`src/rtl/sqw_pkg.sv`:
```
package sqw_pkg;
  typedef enum logic [1:0] {
    PH_IDLE = 2'd0,
    PH_HIGH = 2'd1,
    PH_LOW  = 2'd2
  } phase_e;
endpackage

```
`src/rtl/sqw_ref_edge.sv`:
```
module sqw_ref_edge #(
  parameter int SYNC_STAGES = 2
) (
  input  logic clk,
  input  logic rst,
  input  logic ref_async,
  output logic rise
);
  localparam int LAST = SYNC_STAGES - 1;

  logic [SYNC_STAGES-1:0] chain;
  logic                   prev_q;

  genvar g;
  generate
    for (g = 0; g < SYNC_STAGES; g++) begin : g_sync
      if (g == 0) begin : g_first
        always_ff @(posedge clk) begin
          if (rst) chain[0] <= 1'b0;
          else     chain[0] <= ref_async;
        end
      end else begin : g_next
        always_ff @(posedge clk) begin
          if (rst) chain[g] <= 1'b0;
          else     chain[g] <= chain[g-1];
        end
      end
    end
  endgenerate

  always_ff @(posedge clk) begin
    if (rst) prev_q <= 1'b0;
    else     prev_q <= chain[LAST];
  end

  assign rise = chain[LAST] & ~prev_q;

  // an edge pulse is exactly one cycle wide
  p_single_pulse_r8: assert property (@(posedge clk) disable iff (rst)
    rise |=> !rise);
endmodule

```
`src/rtl/sqw_phase_engine.sv`:
```
module sqw_phase_engine
  import sqw_pkg::*;
#(
  parameter int HP_W = 24
) (
  input  logic            clk,
  input  logic            rst,
  input  logic [HP_W-1:0] half_period_i,
  input  logic            realign,
  output logic            wave_o
);
  localparam logic [HP_W-1:0] ONE = HP_W'(1);

  phase_e          state_q, state_d;
  logic [HP_W-1:0] cnt_q, cnt_d;
  logic [HP_W-1:0] hp_q, hp_d;
  logic            wave_d;
  logic            load_ok;
  logic            at_end;

  assign load_ok = (half_period_i != '0);
  assign at_end  = (cnt_q == hp_q);

  always_comb begin
    state_d = state_q;
    cnt_d   = cnt_q;
    hp_d    = hp_q;
    if (state_q == PH_IDLE) begin
      if (load_ok) begin
        state_d = PH_HIGH;
        cnt_d   = ONE;
        hp_d    = half_period_i;
      end
    end else if (realign || at_end) begin
      if (!load_ok) begin
        state_d = PH_IDLE;
        cnt_d   = '0;
        hp_d    = '0;
      end else begin
        state_d = (realign || state_q == PH_LOW) ? PH_HIGH : PH_LOW;
        cnt_d   = ONE;
        hp_d    = half_period_i;
      end
    end else begin
      cnt_d = cnt_q + ONE;
    end
    wave_d = (state_d == PH_HIGH);
  end

  always_ff @(posedge clk) begin
    if (rst) begin
      state_q <= PH_IDLE;
      cnt_q   <= '0;
      hp_q    <= '0;
      wave_o  <= 1'b0;
    end else begin
      state_q <= state_d;
      cnt_q   <= cnt_d;
      hp_q    <= hp_d;
      wave_o  <= wave_d;
    end
  end

  // a realignment while running with a valid value forces high
  p_force_high_r2: assert property (@(posedge clk) disable iff (rst)
    (state_q != PH_IDLE && realign && load_ok) |=> wave_o);

  // at a phase end without realignment, the output flips
  p_free_toggle_r3: assert property (@(posedge clk) disable iff (rst)
    (state_q != PH_IDLE && !realign && at_end && load_ok) |=> (wave_o != $past(wave_o)));

  // the tick count stays inside the active half-period
  p_cnt_bound_r1: assert property (@(posedge clk) disable iff (rst)
    (state_q != PH_IDLE) |-> (cnt_q != '0 && cnt_q <= hp_q));

  // the captured half-period holds inside a phase
  p_hp_hold_r5: assert property (@(posedge clk) disable iff (rst)
    (state_q != PH_IDLE && !realign && !at_end) |=> $stable(hp_q));

  // idle means low
  p_idle_low_r7: assert property (@(posedge clk) disable iff (rst)
    (state_q == PH_IDLE) |-> !wave_o);
endmodule

```
`src/rtl/sqw_resync_gen.sv`:
```
module sqw_resync_gen #(
  parameter int HP_W        = 24,
  parameter int SYNC_STAGES = 2
) (
  input  logic            clk,
  input  logic            rst,
  input  logic [HP_W-1:0] half_period_i,
  input  logic            ref_i,
  output logic            wave_o
);
  logic ref_rise;

  sqw_ref_edge #(.SYNC_STAGES(SYNC_STAGES)) u_edge (
    .clk       (clk),
    .rst       (rst),
    .ref_async (ref_i),
    .rise      (ref_rise)
  );

  sqw_phase_engine #(.HP_W(HP_W)) u_engine (
    .clk           (clk),
    .rst           (rst),
    .half_period_i (half_period_i),
    .realign       (ref_rise),
    .wave_o        (wave_o)
  );
endmodule

```
`config.mk`:
```
export PLATFORM = sky130hd
export DESIGN_NAME = sqw_resync_gen
export DESIGN_NICKNAME = d
export VERILOG_FILES = /design/src/rtl/sqw_pkg.sv /design/src/rtl/sqw_ref_edge.sv /design/src/rtl/sqw_phase_engine.sv /design/src/rtl/sqw_resync_gen.sv
export SDC_FILE = /design/constraint.sdc
export NUM_CORES = 1
export LEC_CHECK = 0
export BUFFER_PORTS_ARGS = -buffer_cell sky130_fd_sc_hd__buf_2
export CELL_PAD_IN_SITES_DETAIL_PLACEMENT = 1
export CELL_PAD_IN_SITES_GLOBAL_PLACEMENT = 1
export CORE_MARGIN = 5
export CORE_UTILIZATION = 48
export DETAILED_ROUTE_END_ITERATION = 8
export GPL_TIMING_DRIVEN = 0
export MAX_ROUTING_LAYER = met4
export PLACE_DENSITY_LB_ADDON = 0.1
export SETUP_SLACK_MARGIN = 0.1
export SLEW_MARGIN = 20
export SYNTH_ARGS = -nofsm -noshare
export SYNTH_HDL_FRONTEND = slang
export SYNTH_HIERARCHICAL = 1
export SYNTH_SLANG_ARGS = --single-unit
```
`constraint.sdc`:
```
create_clock -name clk -period 6.3 [get_ports clk]
set_clock_uncertainty 0.05 [all_clocks]
set_input_delay 0.63 -clock clk [delete_from_list [all_inputs] [get_ports clk]]
set_output_delay 0.63 -clock clk [all_outputs]
set_load 0.03 [all_outputs]
```
==> results of run 1 <==
stage by stage:
stage	power [µW]	setup slack, ns	hold slack, ns
detailed placement	459	3.30	0.382
finish	685	3.62	0.401
global route	715	3.44	0.431
global placement	456	3.34	0.366
floorplan	430	4.14	0.364
CTS	688	3.58	0.405
registers in the layout, indices dropped and copies added (netlist names):
name and flops:
u_edge/chain 2, u_engine/wave_o 1, u_engine/hp_q 24, u_edge/prev_q 1, u_engine/state_q 2, u_engine/cnt_q 24
cells in the mapped netlist, types with 2 or more instances:
cell,instances,area [µm²]
dfxtp_1,54,1080
nand2_1,27,101
a22o_1,26,228
xnor2_1,26,228
nand3_1,23,115
nor2_1,11,41.3
nand4_1,10,62.6
o21ai_0,9,45.0
o311ai_0,8,70.1
buf_6,6,67.6
nor4_1,6,37.5
a21oi_1,5,25.0
and3_1,5,31.3
buf_2,5,25.0
clkbuf_1,5,18.8
inv_1,5,18.8
nor3_1,4,20.0
a21boi_0,3,22.5
a31oi_1,3,18.8
and4_1,3,26.3
nor2b_1,3,18.8
xor2_1,3,26.3
a211o_1,2,17.5
a221o_1,2,20.0
mux2i_1,2,20.0
power by group:
part	switching [µW]	internal (µW)	leakage, µW
Sequential	14.6	357	0.000442
Combinational	40.8	38.6	0.000521
Clock	115	119	0.0000514
Total	171	514	0.00101
cells in the final DEF, fill, tap and decap left out, types with 2 or more instances in the layout:
| master | instances |
|---|---|
| nor4_1 | 6 |
| inv_1 | 5 |
| a221o_1 | 2 |
| and4_1 | 3 |
| a211o_1 | 2 |
| o311ai_0 | 8 |
| buf_2 | 32 |
| mux2i_1 | 2 |
| xor2_1 | 3 |
| a31oi_1 | 3 |
| clkbuf_8 | 5 |
| nand3_1 | 23 |
| and3_1 | 5 |
| buf_6 | 6 |
| nor3_1 | 4 |
| nand4_1 | 10 |
| xnor2_1 | 26 |
| dfxtp_1 | 54 |
| a21oi_1 | 5 |
| o21ai_0 | 9 |
| a22o_1 | 26 |
| nor2_1 | 11 |
| a21boi_0 | 3 |
| clkbuf_1 | 6 |
| nand2_1 | 27 |
| nor2b_1 | 3 |
cell type report:
| cell class | count | area, µm² | area share |
|---|---|---|---|
| multi-input combinational | 200 | 1350 | 0.467 |
| inverter | 5 | 18.8 | 0.00648 |
| timing repair buffer | 27 | 135 | 0.0466 |
| clock inverter | 2 | 37.5 | 0.0130 |
| buffer | 16 | 111 | 0.0384 |
| tap | 70 | 87.6 | 0.0302 |
| sequential | 54 | 1080 | 0.373 |
| clock buffer | 6 | 72.6 | 0.0250 |
how the worst min path moves through the flow:
stage | from | end | slack [ns] | cells past startpoint
2_1_floorplan | u_edge/chain[0] | u_edge/chain[1] | 0.36 | 1
3_3_place_gp | u_edge/chain[0] | u_edge/chain[1] | 0.37 | 1
3_5_place_dp | u_edge/chain[0] | u_edge/chain[1] | 0.38 | 1
4_1_cts | u_edge/chain[0] | u_edge/chain[1] | 0.40 | 1
5_1_grt | u_edge/chain[0] | u_edge/chain[1] | 0.43 | 1
6_report | u_edge/chain[0] | u_edge/chain[1] | 0.40 | 1
kinds of logic after synthesis:
group           Yosys count
fa+ha+maj                 1
flops                    54
xor+xnor                 29
simple gates            100
buf+inv                  21
mux                       2
compound gates           68
layer usage:
| metal | global-route usage | wire (µm) |
|---|---|---|
| met1 | 0.285 | 3480 |
| met2 | 0.342 | 3260 |
| met3 | 0.0327 | 164 |
| met4 | 0.0490 | 48 |
| met5 | - | 0 |
==> run summary, run 1 <==
Top FF cell, synth: dfxtp_1
GR Overflow Total: 0
Synth Area in Adders: 0.00488
Synth-to-Final Area Change: 13.0%
WL per Instance: 18.3 µm
max-slew violation count: 0
Worst-Skew Late Latency: 0.31 ns
final setup fails: 0
CTS Buf Count: 5
reg2reg start: u_engine/state_q[0]
# diodes: 0
Post-Synthesis Cells: 275
largest net degree at the start of global routing: 17
crit path to: u_engine/cnt_q[20]
worst min path class: reg -> reg
row cnt: 26
port bufs: 27
CTS tree: done
worst path buffer plus inverter count: 3
first-pass GRT wire length: 11800 µm
CP Data Arrival Time: 2.82 ns
outcome: finished clean
distinct cell type count after synthesis: 44
Finished Core Util: 0.564
detailed-route via count: 2251
final WL: 6950 µm
Largest delay share family, worst path: simple AND/OR/NAND/NOR gates
Layout Cells excl Fill: 380
simple-gate share of the synthesized area: 0.204
initial antenna violation count: 0
Clock Path Buffers: 2
R2R Setup Slk: 3.92 ns
Critical Path Most Common Cell: buf_2
Final min period: 2.68 ns
Die W: 83.1 µm
Worst R2R End: u_engine/cnt_q[20]
CTS Sinks: 54
Starting Density: 0.499
die area: 0.00691 mm²
period utilisation layout: 0.426
leakage: 0.00101 µW
1st-pass router iterations: 4
critical path cell sequence: buf_2 -> nor4_1 -> nand4_1 -> nor4b_1 -> clkbuf_1 -> buf_2 -> nand2_1 -> o311ai_0
CP Capture Type: flop
largest family of logic cells by synthesized area: compound AO/OA/AOI/OAI gates
layout cells sized above 1: 0.161
chip height: 83.1 µm
total setup buffers inserted after CTS: 0
Crit Path Class: in -> reg
multiplexer share of the synthesized area: 0.00780
Syn Area/Cell: 9.33 µm²
dpl cells: 372
Max IR drop VDD: 0.000150 V
Crit. path cell count: 8
r2r worst-path depth: 6
Synth async-reset ratio: 0
area fraction in compound gates after synthesis: 0.212
total track usage: 0.214
H-tree lvl count: 2
max-capacitance violation count: 0
# resized after CTS: 0
final setup TNS: 0 ns
Worst Max-Slew Pin Slew: 0.682 ns
CP max stage delay: 0.47 ns
Pwr Density: 236 mW/mm²
worst-path fanout max: 10
net count after synthesis: 303
DRT antenna net count: 0
I/O pin total: 28
Placed Area: 0.00279 mm²
Core ar.: 0.00514 mm²
fill count: 626
EDFF count, synth: 0
CP startpoint kind: primary input
CTS clock-pin slew for the worst setup and hold paths: 0.10 ns
design area: 0.00290 mm²
Root Driver: clkbuf_8
slowest CP cell: nor4b_1
yosys warns: 6
detailed placer's ending HPWL: 5250 µm
GP Congestion: 0.827
nets@finish: 337
Fmax: 0.373 GHz
Yosys reg bits: 54
data required time of the critical path: 6.43 ns
register area share after synthesis: 0.421
Residual DRC: 0
Via density: 5.92
cts-stage hold buffer count: 0
Critical Path Source: half_period_i[0]
vias in the first global route: 2357
synthesized area: 0.00256 mm²
Post-Synth XOR/XNOR Area: 0.0990
Worst slew margin: 0.544
Initial DRC Count: 108
RSZ-0062 raised after global routing: false
final hold vios: 0
Power figures use the tool's default switching activity.
==> inputs of run 2 (changes only) <==
Settings changed: CORE_UTILIZATION 48 to 40.
Clock period 6.3 ns to 2.15 ns, I/O delays scaled along.
==> run 2 against run 1 <==
  * The flow now finishes with violations (setup timing)
  * Total power grew to 2.9 times the previous value
  * Critical path depth grew 1
  * Sequential power grew to 2.9 times the previous value
  * First-iteration DRC count shrank 29%
  * Clock power grew to 2.6 times the previous value
  * Register-to-register slack lost 3.9 ns
  * Core utilization shrank 4.0 points
  * Critical endpoint is now u_engine/hp_q[5]
  * Largest cell class unchanged
  * Highest routed layer unchanged
==> run summary, run 2 (synthesis results as in run 1) <==
CP Data Arrival Time: 2.36 ns
cts-stage hold buffer count: 0
DRT antenna net count: 0
Fmax: 0.464 GHz
Worst Max-Slew Pin Slew: 0.719 ns
GP Congestion: 0.767
CTS Buf Count: 5
Initial DRC Count: 77
clock group share of total power: 0.303
Residual DRC: 0
Max IR drop VDD: 0.000346 V
max-slew violation count: 0
die area: 0.00811 mm²
Via density: 5.72
Switch Pwr: 528 µW
final hold vios: 0
commonest cells after routing, fill and taps aside: dfxtp_1, buf_2, nand2_1
CTS tree: done
initial antenna violation count: 0
Placed Area: 0.00280 mm²
Starting Density: 0.409
design area: 0.00329 mm²
Core ar.: 0.00628 mm²
Root Driver: clkbuf_8
Worst-Skew Late Latency: 0.31 ns
max-capacitance violation count: 0
Clock Path Buffers: 2
total power: 2010 µW
total track usage: 0.182
Crit Path Class: reg -> reg
uppermost layer routed: met4
design internal power: 1480 µW
detailed placer's ending HPWL: 5260 µm
CP startpoint kind: flop
worst min path class: in -> reg
vias in the first global route: 2265
Sw Share: 0.263
detailed-route via count: 2316
first-pass GRT wire length: 11700 µm
Worst slew margin: 0.519
H-tree lvl count: 2
fill count: 721
most common cell after layout, fill and taps aside: dfxtp_1
final setup fails: 5
final setup TNS: -0.0226 ns
leakage: 0.00119 µW
GR Overflow Total: 0
Final WS setup: -0.00601 ns
metal3 WL: 165 µm
Top Registers: u_engine/cnt_q x24, u_engine/hp_q x24
CP Capture Type: flop
WL per Instance: 18.4 µm
Die W: 90.1 µm
Sequential Power Share: 0.542
I/O pin total: 28
largest net degree at the start of global routing: 17
1st-pass router iterations: 4
final WL: 7460 µm
outcome: finished, violations left
Synth-to-Final Area Change: 28.2%
data required time of the critical path: 2.36 ns
Final min period: 2.16 ns
CTS Sinks: 54
logic gate share of total power: 0.154
wire length on met2: 3510 µm
chip height: 90.1 µm
period utilisation layout: 1.00
port bufs: 27
CTS clock-pin slew for the worst setup and hold paths: 0.10 ns
pre-CTS setup slack: -0.504 ns
# diodes: 0
worst-path fanout max: 5
Pwr Density: 611 mW/mm²
nets@finish: 355
layout cells sized above 1: 0.314
Metal-1 WL: 3720 µm
row cnt: 29
failing checks: setup timing
RSZ-0062 raised after global routing: true
-- run 2: cell count changes in the layout (fill, tap and decap cells not counted), sizes merged --
cell | before | now
clkinvlp | 1 | 0
inv | 5 | 6
bufinv | 1 | 0
buf | 38 | 54
clkbuf | 11 | 14
-- run 2: through the flow --
stage | hold slack, ns | utilization | cells
floorplan | 0.237 | - | 275
CTS | 0.0418 | 0.495 | 398
global placement | 0.366 | 0.445 | 379
global route | 0.0392 | 0.524 | 405
detailed placement | 0.380 | 0.445 | 379
finish | 0.0460 | 0.524 | 405
-- run 2: routing by layer --
layer  GRT usage  vias to the layer above
met2       0.279                       34
met3      0.0275                        5
met1       0.256                     1144
met5           -                        -
li1            -                     1133
met4      0.0372                        0
-- run 2: worst paths after layout --
path	start	endpoint	slack [ns]	depth (start not counted)
max	u_engine/cnt_q[9]	u_engine/hp_q[5]	-0.006	9
max reg2reg	u_engine/cnt_q[9]	u_engine/hp_q[5]	-0.006	9
min	rst	u_edge/chain[0]	0.05	2
min reg2reg	u_edge/chain[0]	u_edge/chain[1]	0.40	1
-- run 2: what timing repair did --
action	CTS	global route
setup endpoints to repair	47	48
cloned	2	2
endpoints found under the hold margin	0	0
pin swaps	9	27
resized for setup	36	29
buffers inserted	9	5
-- run 2: power groups by stage --
stage | clock network [µW] | registers (µW) | logic (µW)
after floorplan | 0 | 1100 | 162
after global placement | 0 | 1110 | 230
after detailed placement | 0 | 1110 | 233
after CTS | 628 | 1090 | 276
after global routing | 674 | 1100 | 334
final | 609 | 1090 | 310
-- run 2: layout make-up --
class | count | area, µm² | share of cell area
Tap cell | 77 | 96.3 | 0.0293
Multi-Input combinational cell | 200 | 1460 | 0.443
Sequential cell | 54 | 1100 | 0.336
Timing Repair Buffer | 45 | 349 | 0.106
Inverter | 5 | 18.8 | 0.00571
Buffer | 16 | 168 | 0.0510
Clock buffer | 7 | 86.3 | 0.0262
Clock inverter | 1 | 8.76 | 0.00266
-- run 2: worst max-delay path: stages (launching register included) --
cell and delay, ns:
dfxtp_2 0.33, buf_6 0.12, xnor2_2 0.12, nand4_1 0.17
nor4_4 0.44, nand2_2 0.15, a211oi_4 0.27, buf_6 0.18
clkbuf_16 0.15, a22o_1 0.12
==> inputs of run 3 (changes only) <==
Settings changed: CAP_MARGIN set to 20, GPL_ROUTABILITY_DRIVEN set to 1, SYNTH_HIERARCHICAL 1 to not set.
==> run 3 against run 2 <==
  * The flow still finishes with violations (setup timing)
  * Worst setup slack worse by 0.0076 ns
  * Critical path depth stayed put
  * Design area is 0.84% lower
  * Sequential cell count stayed put
  * Register-to-register slack hardly changed
==> run summary, run 3 <==
outcome: finished, violations left
failing checks: setup timing
worst path buffer plus inverter count: 3
count leader, synth: dfxtp_1
vias in the first global route: 2294
1st-pass router iterations: 4
yosys warns: 0
H-tree lvl count: 2
Synth-to-Final Area Change: 27.3%
dominant cells by area after synthesis: dfxtp_1, xnor2_1, a22o_1
worst-path fanout max: 8
CTS Buf Count: 5
final WL: 7470 µm
critical path cell sequence: xnor2_2 -> nand4_1 -> nor4_4 -> buf_6 -> a21oi_4 -> or2_1 -> buf_6 -> buf_6 -> a22o_1
nets@finish: 353
Post-Synthesis Cells: 280
dpl cells: 383
CP max stage delay: 0.40 ns
Yosys top cell by area: dfxtp_1
data required time of the critical path: 2.32 ns
leakage: 0.00115 µW
Final WS setup: -0.0136 ns
Syn Area/Cell: 9.15 µm²
Critical Path Most Common Cell: buf_6
Crit Path Class: reg -> reg
max-capacitance violation count: 0
met1 GRT Util: 0.252
CTS clock-pin slew for the worst setup and hold paths: 0.11 ns
Worst Max-Slew Pin Slew: 0.571 ns
slowest CP cell: dfxtp_4
Yosys top cell area share: 0.422
Residual DRC: 0
first-pass GRT wire length: 12100 µm
Synth async-reset ratio: 0
Starting Density: 0.408
# diodes: 0
Worst-Skew Late Latency: 0.32 ns
Final min period: 2.16 ns
most common cell after layout, fill and taps aside: dfxtp_1
Top Registers: u_engine.cnt_q x24, u_engine.hp_q x24
net count after synthesis: 308
layout cells sized above 1: 0.322
EDFF count, synth: 0
commonest cells after routing, fill and taps aside: dfxtp_1, buf_2, a22o_1
CTS tree: done
Finished Core Util: 0.520
CP Capture Type: flop
Core ar.: 0.00628 mm²
max-slew violation count: 0
Die W: 90.0 µm
Max IR drop VDD: 0.000351 V
Layout Cells excl Fill: 403
GP Congestion: 0.771
I/O pin total: 28
Clock Path Buffers: 2
final setup fails: 4
CP Data Arrival Time: 2.34 ns
largest net degree at the start of global routing: 18
register area share after synthesis: 0.422
busiest grt layer: met2
Pwr Density: 643 mW/mm²
grt met2 use: 0.295
detailed placer's ending HPWL: 5440 µm
Root Driver: clkbuf_8
die area: 0.00811 mm²
Worst slew margin: 0.619
RSZ-0062 raised after global routing: true
CTS Sinks: 54
detailed-route via count: 2301
initial antenna violation count: 0
total track usage: 0.190
Placed Area: 0.00281 mm²
row cnt: 29
CP startpoint kind: flop
Largest delay share family, worst path: simple AND/OR/NAND/NOR gates
synthesized area: 0.00256 mm²
Yosys reg bits: 54
Top FF cell, synth: dfxtp_1
design area: 0.00326 mm²
Initial DRC Count: 118
distinct cell type count after synthesis: 40
WL per Instance: 18.5 µm
final hold vios: 0
period utilisation layout: 1.01
chip height: 90.0 µm
Fmax: 0.462 GHz
worst min path class: in -> reg
DRT antenna net count: 0
port bufs: 26
met3 usage: 0.0234
GR Overflow Total: 0
Post-synth top cells: dfxtp_1, xnor2_1, a22o_1
final setup TNS: -0.0322 ns
fill count: 728
Via density: 5.71
run 3: changes by cell type in the layout (fill, tap and decap cells not counted), moves of 5 or more:
cell      before  now
nand3_1       22   14
o21ai_1        0    7
a211oi_1       0    6
o311ai_0       6    0
buf_8          5    0
mux2i_1        2    7
run 3: area by class of cell:
class,instances,area (µm²),area share
multi-input cells,206,1540,0.471
flip-flops and latches,54,1110,0.341
repair buffers,40,250,0.0767
plain buffers,14,140,0.0430
well taps,77,96.3,0.0295
clock buffers,5,68.8,0.0211
clock inverters,3,45.0,0.0138
inverters,4,15.0,0.00460
run 3: logic make-up (layout without fill, tap and decap cells):
logic type	Yosys count	in the layout	synth area share
adders and majority gates	1	1	0.00488
muxes	7	7	0.0273
buffers and inverters	20	66	0.0444
xor gates and xnor gates	29	29	0.0991
DFF	54	54	0.422
AOI/OAI and AO/OA	75	75	0.209
and+or+nand+nor	94	94	0.193
run 3: per-layer routing:
metal / share of wire / vias to the layer above / routed length [µm]
li1: - / 1112 / -
met1: 0.49 / 1136 / 3680
met2: 0.46 / 41 / 3450
met3: 0.025 / 12 / 186
met4: 0.021 / 0 / 160
met5: 0 / - / 0
run 3: metrics by stage:
| step | power [µW] | hold slack (ns) | worst slack, ns |
|---|---|---|---|
| after floorplan | 1270 | 0.290 | 0.0634 |
| after global placement | 1350 | 0.368 | -0.497 |
| after detailed placement | 1350 | 0.379 | -0.500 |
| after CTS | 2100 | 0.0571 | -0.0606 |
| after global routing | 2170 | 0.0542 | -0.104 |
| final | 2100 | 0.0603 | -0.0136 |
run 3: what timing repair did:
action                                  4_1_cts  5_1_grt
endpoints found under the setup margin       51       49
resized for setup                            31       40
hold buffers                                  0        0
setup buffers                                 9        3
pin swaps                                    31       17
gates cloned                                  2        0
hold endpoints to repair                      0        0
run 3: worst paths after layout:
| path | depth (start not counted) | endpoint | slack [ns] | startpoint |
|---|---|---|---|---|
| max | 9 | u_engine.hp_q[8] | -0.01 | u_engine.cnt_q[2] |
| min reg2reg | 1 | u_edge.chain[1] | 0.40 | u_edge.chain[0] |
| max reg2reg | 9 | u_engine.hp_q[8] | -0.01 | u_engine.cnt_q[2] |
| min | 2 | u_edge.chain[0] | 0.06 | ref_i |
run 3: power breakdown:
group | internal (µW) | total (µW) | switching [µW]
Clock | 347 | 714 | 367
Combinational | 149 | 293 | 143
Sequential | 1040 | 1090 | 47.2
